`config.mk`:
```
export PLATFORM = sky130hd
export DESIGN_NAME = wdog_supervisor
export DESIGN_NICKNAME = d
export VERILOG_FILES = /design/src/rtl/wdog_supervisor_pkg.sv /design/src/rtl/wdog_supervisor_dpath.sv /design/src/rtl/wdog_supervisor_ctrl.sv /design/src/rtl/wdog_supervisor.sv
export SDC_FILE = /design/constraint.sdc
export NUM_CORES = 1
export LEC_CHECK = 0
export BUFFER_PORTS_ARGS = -buffer_cell sky130_fd_sc_hd__buf_2
export CAP_MARGIN = 20
export CORE_ASPECT_RATIO = 0.9
export CORE_MARGIN = 2
export CORE_UTILIZATION = 45
export DETAILED_ROUTE_END_ITERATION = 7
export SYNTH_ARGS = -nofsm -noshare
export SYNTH_HDL_FRONTEND = slang
export SYNTH_SLANG_ARGS = --single-unit
export TNS_END_PERCENT = 100
```
`constraint.sdc`:
```
create_clock -name clk -period 3 [get_ports clk]
set_input_delay 0.3 -clock clk [delete_from_list [all_inputs] [get_ports clk]]
set_output_delay 0.3 -clock clk [all_outputs]
set_load 0.05 [all_outputs]
```
`src/rtl/wdog_supervisor_pkg.sv`:
```
package wdog_supervisor_pkg;
  typedef enum logic [1:0] {
    ST_HOLD  = 2'd0,
    ST_DELAY = 2'd1,
    ST_RUN   = 2'd2
  } supvState_e;

  // strobes from control to the shared tick counter
  typedef struct packed {
    logic clrCnt;
    logic incCnt;
  } cntStrobe_t;
endpackage

```
`src/rtl/wdog_supervisor_dpath.sv`:
```
module wdog_supervisor_dpath
  import wdog_supervisor_pkg::*;
#(
  parameter int RESET_TICKS = 200,
  parameter int WDOG_TICKS  = 1600,
  parameter int SYNC_STAGES = 2
) (
  input  logic       clk,
  input  logic       arstN,
  input  logic       kickIn,
  input  logic       pfiOk,
  input  cntStrobe_t stb,
  output logic       kickEdge,
  output logic       delayHit,
  output logic       wdHit,
  output logic       pfoN
);
  localparam int CNT_MAX = (RESET_TICKS > WDOG_TICKS) ? RESET_TICKS : WDOG_TICKS;
  localparam int CNT_W   = $clog2(CNT_MAX + 1);

  logic [CNT_W-1:0]     cnt;
  logic [SYNC_STAGES:0] kickQ;  // synchronizer stages plus one edge register

  always_ff @(posedge clk or negedge arstN) begin
    if (!arstN) kickQ <= '0;
    else        kickQ <= {kickQ[SYNC_STAGES-1:0], kickIn};
  end

  assign kickEdge = kickQ[SYNC_STAGES] ^ kickQ[SYNC_STAGES-1];

  always_ff @(posedge clk or negedge arstN) begin
    if (!arstN)          cnt <= '0;
    else if (stb.clrCnt) cnt <= '0;
    else if (stb.incCnt) cnt <= cnt + 1'b1;
  end

  assign delayHit = (cnt == CNT_W'(RESET_TICKS - 1));
  assign wdHit    = (cnt == CNT_W'(WDOG_TICKS - 1));

  always_ff @(posedge clk or negedge arstN) begin
    if (!arstN) pfoN <= 1'b0;
    else        pfoN <= pfiOk;
  end
endmodule

```
`src/rtl/wdog_supervisor_ctrl.sv`:
```
module wdog_supervisor_ctrl
  import wdog_supervisor_pkg::*;
(
  input  logic       clk,
  input  logic       arstN,
  input  logic       tick,
  input  logic       vmOk,
  input  logic       wdEn,
  input  logic       kickEdge,
  input  logic       delayHit,
  input  logic       wdHit,
  output cntStrobe_t stb,
  output logic       rstN
);
  supvState_e state, nxtState;

  always_comb begin
    nxtState = state;
    stb      = '0;
    unique case (state)
      ST_HOLD: begin
        stb.clrCnt = 1'b1;
        if (vmOk) nxtState = ST_DELAY;
      end
      ST_DELAY: begin
        if (tick) begin
          if (delayHit) begin
            nxtState   = ST_RUN;
            stb.clrCnt = 1'b1;
          end else begin
            stb.incCnt = 1'b1;
          end
        end
      end
      ST_RUN: begin
        if (!wdEn || kickEdge) begin
          stb.clrCnt = 1'b1;
        end else if (tick) begin
          if (wdHit) begin
            nxtState   = ST_DELAY;
            stb.clrCnt = 1'b1;
          end else begin
            stb.incCnt = 1'b1;
          end
        end
      end
      default: begin
        nxtState   = ST_HOLD;
        stb.clrCnt = 1'b1;
      end
    endcase
    if (!vmOk) begin
      nxtState   = ST_HOLD;
      stb.clrCnt = 1'b1;
      stb.incCnt = 1'b0;
    end
  end

  always_ff @(posedge clk or negedge arstN) begin
    if (!arstN) begin
      state <= ST_HOLD;
      rstN  <= 1'b0;
    end else begin
      state <= nxtState;
      rstN  <= (nxtState == ST_RUN);
    end
  end
endmodule

```
`src/rtl/wdog_supervisor.sv`:
```
module wdog_supervisor
  import wdog_supervisor_pkg::*;
#(
  parameter int RESET_TICKS = 200,
  parameter int WDOG_TICKS  = 1600
) (
  input  logic clk,
  input  logic arstN,
  input  logic tick,
  input  logic vmOk,
  input  logic pfiOk,
  input  logic wdEn,
  input  logic wdKick,
  output logic rstN,
  output logic pfoN
);
  cntStrobe_t stb;
  logic       kickEdge;
  logic       delayHit;
  logic       wdHit;

  wdog_supervisor_ctrl u_ctrl (
    .clk(clk), .arstN(arstN), .tick(tick), .vmOk(vmOk), .wdEn(wdEn),
    .kickEdge(kickEdge), .delayHit(delayHit), .wdHit(wdHit),
    .stb(stb), .rstN(rstN)
  );

  wdog_supervisor_dpath #(
    .RESET_TICKS(RESET_TICKS), .WDOG_TICKS(WDOG_TICKS), .SYNC_STAGES(2)
  ) u_dpath (
    .clk(clk), .arstN(arstN), .kickIn(wdKick), .pfiOk(pfiOk), .stb(stb),
    .kickEdge(kickEdge), .delayHit(delayHit), .wdHit(wdHit), .pfoN(pfoN)
  );
endmodule

```
==> report_table.html <==
<table>
<tr><th>Metric</th><th>Value</th></tr>
<tr><th colspan="2">Outcome</th></tr>
<tr><td>Outcome</td><td>complete, no violations</td></tr>
<tr><th colspan="2">Pwr</th></tr>
<tr><td>Switching share of total power</td><td>0.2519</td></tr>
<tr><td>Net switching power</td><td>~120 µW</td></tr>
<tr><td>Total internal power</td><td>343.6 µW</td></tr>
<tr><td>IR Drop Worst-Case VDD</td><td>approximately 0.33 mV</td></tr>
<tr><td>Leakage power total</td><td>0.4717 nW</td></tr>
<tr><td>Proportion of power drawn by flip-flops and latches</td><td>0.548</td></tr>
<tr><td>Clock network fraction of design power</td><td>0.329</td></tr>
<tr><td>Combinational Power Share</td><td>0.124</td></tr>
<tr><td>P per Cell Area</td><td>just under 400 mW/mm²</td></tr>
<tr><th colspan="2">Timing</th></tr>
<tr><td>Actual transition at the worst max-transition pin</td><td>approximately 0.41 ns</td></tr>
<tr><td>RSZ-0062 raised after global routing</td><td>no</td></tr>
<tr><td>Worst Skew</td><td>~0.0057 ns</td></tr>
<tr><td>Tmin final</td><td>just under 2 ns</td></tr>
<tr><td>Fmax</td><td>roughly 520 MHz</td></tr>
<tr><td>Period Utilization, post-route</td><td>0.6447</td></tr>
<tr><td>Setup violations, final</td><td>0</td></tr>
<tr><td>Final Hold Slack</td><td>between 0.1 and 0.15 ns</td></tr>
<tr><td>Worst rel slew slack</td><td>0.7259</td></tr>
<tr><td>Sum of negative setup slack</td><td>0 ns</td></tr>
<tr><td>Pins Over Slew Limit</td><td>0</td></tr>
<tr><td>Final-report hold violation count</td><td>0</td></tr>
<tr><th colspan="2">Route</th></tr>
<tr><td>Initial detailed-routing violation count</td><td>12</td></tr>
<tr><td>Post-route antenna net violation count</td><td>0</td></tr>
<tr><td>DRT Pass-1 Iters</td><td>4</td></tr>
<tr><td>DRC violation count after routing</td><td>0</td></tr>
<tr><td>Vias after detailed routing</td><td>approximately 820</td></tr>
<tr><td>Mean routed wirelength per cell</td><td>approximately 14 µm</td></tr>
<tr><td>Wirelength, routed</td><td>roughly 2000 µm</td></tr>
<tr><td>Via-to-Cell Ratio</td><td>5.603</td></tr>
<tr><th colspan="2">CTS</th></tr>
<tr><td>Resized cells post-CTS</td><td>0</td></tr>
<tr><td>Clock tree from TritonCTS</td><td>yes</td></tr>
<tr><td>Number of setup buffers added after CTS</td><td>0</td></tr>
<tr><td>Cts bufs inserted</td><td>3</td></tr>
<tr><td>Clock root buffer</td><td>clkbuf_4</td></tr>
<tr><td>Clock latency at the later pin of the worst-skew pair</td><td>around 0.3 ns</td></tr>
<tr><td>Sink count of the clock tree</td><td>18</td></tr>
<tr><td>H-Tree Level Count</td><td>1</td></tr>
<tr><td>Worst-path clk slew</td><td>0.10 ns</td></tr>
<tr><td>Maximum clock path buffer count</td><td>2</td></tr>
<tr><td>Number of hold-repair buffers added at the cts stage</td><td>1</td></tr>
<tr><th colspan="2">Placed design</th></tr>
<tr><td># port buffers</td><td>8</td></tr>
<tr><td>HPWL after detailed placement</td><td>between 1000 and 1500 µm</td></tr>
<tr><td>Global placer's final weighted congestion</td><td>0.8466</td></tr>
<tr><th colspan="2">Synthesis</th></tr>
<tr><td>Synthesized area</td><td>around 0.0011 mm²</td></tr>
<tr><td>Syn avg cell area</td><td>roughly 10 µm²</td></tr>
<tr><td>Post-synth top area share</td><td>0.4206</td></tr>
<tr><td>Most area-consuming cells after synthesis</td><td>dfrtp_1 42%, ha_1 5.8%, a21oi_1 3.7%, xor2_1 3.3%, nor2_1 3.2%</td></tr>
<tr><td>Library cell with the largest summed area after synthesis</td><td>dfrtp_1</td></tr>
<tr><td>Yosys warnings</td><td>0</td></tr>
<tr><td>Instance count of the mapped netlist</td><td>around 110</td></tr>
<tr><td>Post-synthesis cell type count</td><td>42</td></tr>
<tr><td>Syn_nets</td><td>around 120</td></tr>
<tr><td>Share of synthesized area occupied by flip-flops and latches</td><td>0.4206</td></tr>
<tr><td>Post-synth top flop</td><td>dfrtp_1</td></tr>
<tr><td>Number of synthesized flops with an enable pin</td><td>0</td></tr>
<tr><td>Fraction of registers with async set or reset after synthesis</td><td>1.000</td></tr>
<tr><td>Post-synth top cells</td><td>18 x dfrtp_1, 9 x nor2_1, 8 x a21oi_1, 8 x nand2_1</td></tr>
<tr><td>Flip-flop and latch count after synthesis</td><td>18</td></tr>
<tr><td>Leading cell type by number of instances after synthesis</td><td>dfrtp_1</td></tr>
<tr><th colspan="2">Worst hold path</th></tr>
<tr><td>Type of the most critical hold path</td><td>primary input to flip-flop</td></tr>
<tr><th colspan="2">Setup path</th></tr>
<tr><td>Largest delay share family, worst path</td><td>simple AND/OR/NAND/NOR gates</td></tr>
<tr><td>CP endpoint kind</td><td>flip-flop</td></tr>
<tr><td>Required time of the critical path</td><td>~3.2 ns</td></tr>
<tr><td>Cell with the largest stage delay on the worst path</td><td>dfrtp_1</td></tr>
<tr><td>Worst Setup Path Type</td><td>flip-flop to flip-flop</td></tr>
<tr><td>Ordered cell list for the critical path</td><td>or3b_1 -&gt; or3_4 -&gt; a31oi_1 -&gt; xor2_1 -&gt; nor2_1</td></tr>
<tr><td>Worst Path Max Fanout</td><td>7</td></tr>
<tr><td>Largest stage delay on the critical path</td><td>0.46 ns</td></tr>
<tr><td>Bufs and invs on worst path</td><td>0</td></tr>
<tr><td>Type of element launching the critical path</td><td>flip-flop</td></tr>
<tr><td>Worst Path Arrival</td><td>approximately 2.1 ns</td></tr>
<tr><th colspan="2">Global route</th></tr>
<tr><td>Antenna violations before repair</td><td>0</td></tr>
<tr><td>Vias in the first global route</td><td>~750</td></tr>
<tr><td>Overall fraction of global-route tracks in use</td><td>0.1605</td></tr>
<tr><td>Global-route wire length before repair</td><td>around 3400 µm</td></tr>
<tr><td>Total global routing overflow</td><td>0</td></tr>
<tr><td>Pin count of the biggest net entering global routing</td><td>19</td></tr>
<tr><th colspan="2">Layout</th></tr>
<tr><td>Fill cell instance count of the final layout</td><td>around 210</td></tr>
<tr><td>Area taken by multi-input logic gates</td><td>595.6 µm²</td></tr>
<tr><td>FF/Latch Area</td><td>roughly 450 µm²</td></tr>
<tr><td>Layout overhead on the synthesized area</td><td>10.98%</td></tr>
<tr><td>Share of final-layout standard cells stronger than drive strength 1</td><td>0.2101</td></tr>
<tr><td>Final standard cell utilization of the core</td><td>0.5349</td></tr>
<tr><td>Layout Nets</td><td>between 100 and 150</td></tr>
<tr><td>Antenna cell count</td><td>0</td></tr>
<tr><th colspan="2">Job</th></tr>
<tr><td>Number of max-capacitance violations reported</td><td>0</td></tr>
<tr><th colspan="2">Die</th></tr>
<tr><td>Full die area</td><td>roughly 0.0028 mm²</td></tr>
<tr><td>Chip width</td><td>about 55 µm</td></tr>
<tr><td>IO Pins</td><td>9</td></tr>
<tr><td>Placeable Area</td><td>0.002222 mm²</td></tr>
<tr><td>Die outline height</td><td>roughly 50 µm</td></tr>
<tr><td>Number of placement rows</td><td>16</td></tr>
<tr><td>Initial core utilization</td><td>0.4820</td></tr>
</table>
## placed cells by master (no fill, tap or decap), drive strengths merged, types with 3 or more instances in the layout
cell,netlist,final
a21oi,9,9
buf,2,9
clkbuf,0,4
dfrtp,18,18
ha,5,5
inv,4,4
nand2,8,8
nand3,5,5
nor2,9,9
o21ai,5,5
or3,4,4
xnor2,3,3
xor2,4,4
## power groups by stage
stage	sequential, mW	clock (mW)	combinational (mW)
after global routing	0.253	0.169	0.0634
final	0.252	0.151	0.0568
after CTS	0.252	0.160	0.0567
after detailed placement	0.257	0	0.0553
after global placement	0.256	0	0.0553
after floorplan	0.258	0	0.0343
## cell type report
cell class | count | area share
Inverter | 4 | 0.01263
Sequential cell | 18 | 0.3789
Clock buffer | 4 | 0.03053
Tap cell | 27 | 0.02842
Timing Repair Buffer | 10 | 0.04842
Multi-Input combinational cell | 83 | 0.5011
## layer usage
metal	share of wire	track usage	wire [µm]
met5	0	0	0
met4	0.012	0.04878	25
met3	0.045	0.05412	91
met2	0.42	0.2341	853
met1	0.52	0.2248	1068
## metrics by stage
stage	setup WS [ns]	power, mW	instances	area, µm²
2_1_floorplan	1.174	0.2922	107	1071
6_report	1.066	0.4593	146	1189
3_5_place_dp	1.081	0.3119	141	1142
4_1_cts	1.055	0.4683	146	1189
5_1_grt	0.9625	0.4851	146	1189
3_3_place_gp	1.080	0.3115	141	1142
## logic make-up after synthesis
group | after synthesis | share of synthesized area
buffers and inverters | 6 | 0.02336
adders and majority gates | 5 | 0.05841
xor gates and xnor gates | 7 | 0.05724
AOI/OAI and AO/OA | 27 | 0.1998
and+or+nand+nor | 44 | 0.2407
DFF | 18 | 0.4206
## final timing paths
kind                                       start          endpoint  slack (ns)  depth (start not counted)
min in group asynchronous                  arstN   u_ctrl.state[1]        0.45                          2
worst max register to register    u_dpath.cnt[6]    u_dpath.cnt[6]        1.07                          5
worst min-delay path                      wdKick  u_dpath.kickQ[0]        0.10                          1
max in group asynchronous                  arstN   u_dpath.cnt[10]        2.25                          2
worst min register to register  u_dpath.kickQ[0]  u_dpath.kickQ[1]        0.36                          0
worst max-delay path              u_dpath.cnt[6]    u_dpath.cnt[6]        1.07                          5
## flip-flops by register name, summed over array words and instances, names as in the netlist
register       cells
u_dpath.kickQ      3
u_dpath.pfoN       1
u_dpath.cnt       11
u_ctrl.state       2
u_ctrl.rstN        1
No activity file was read; power rests on OpenSTA's default activity.
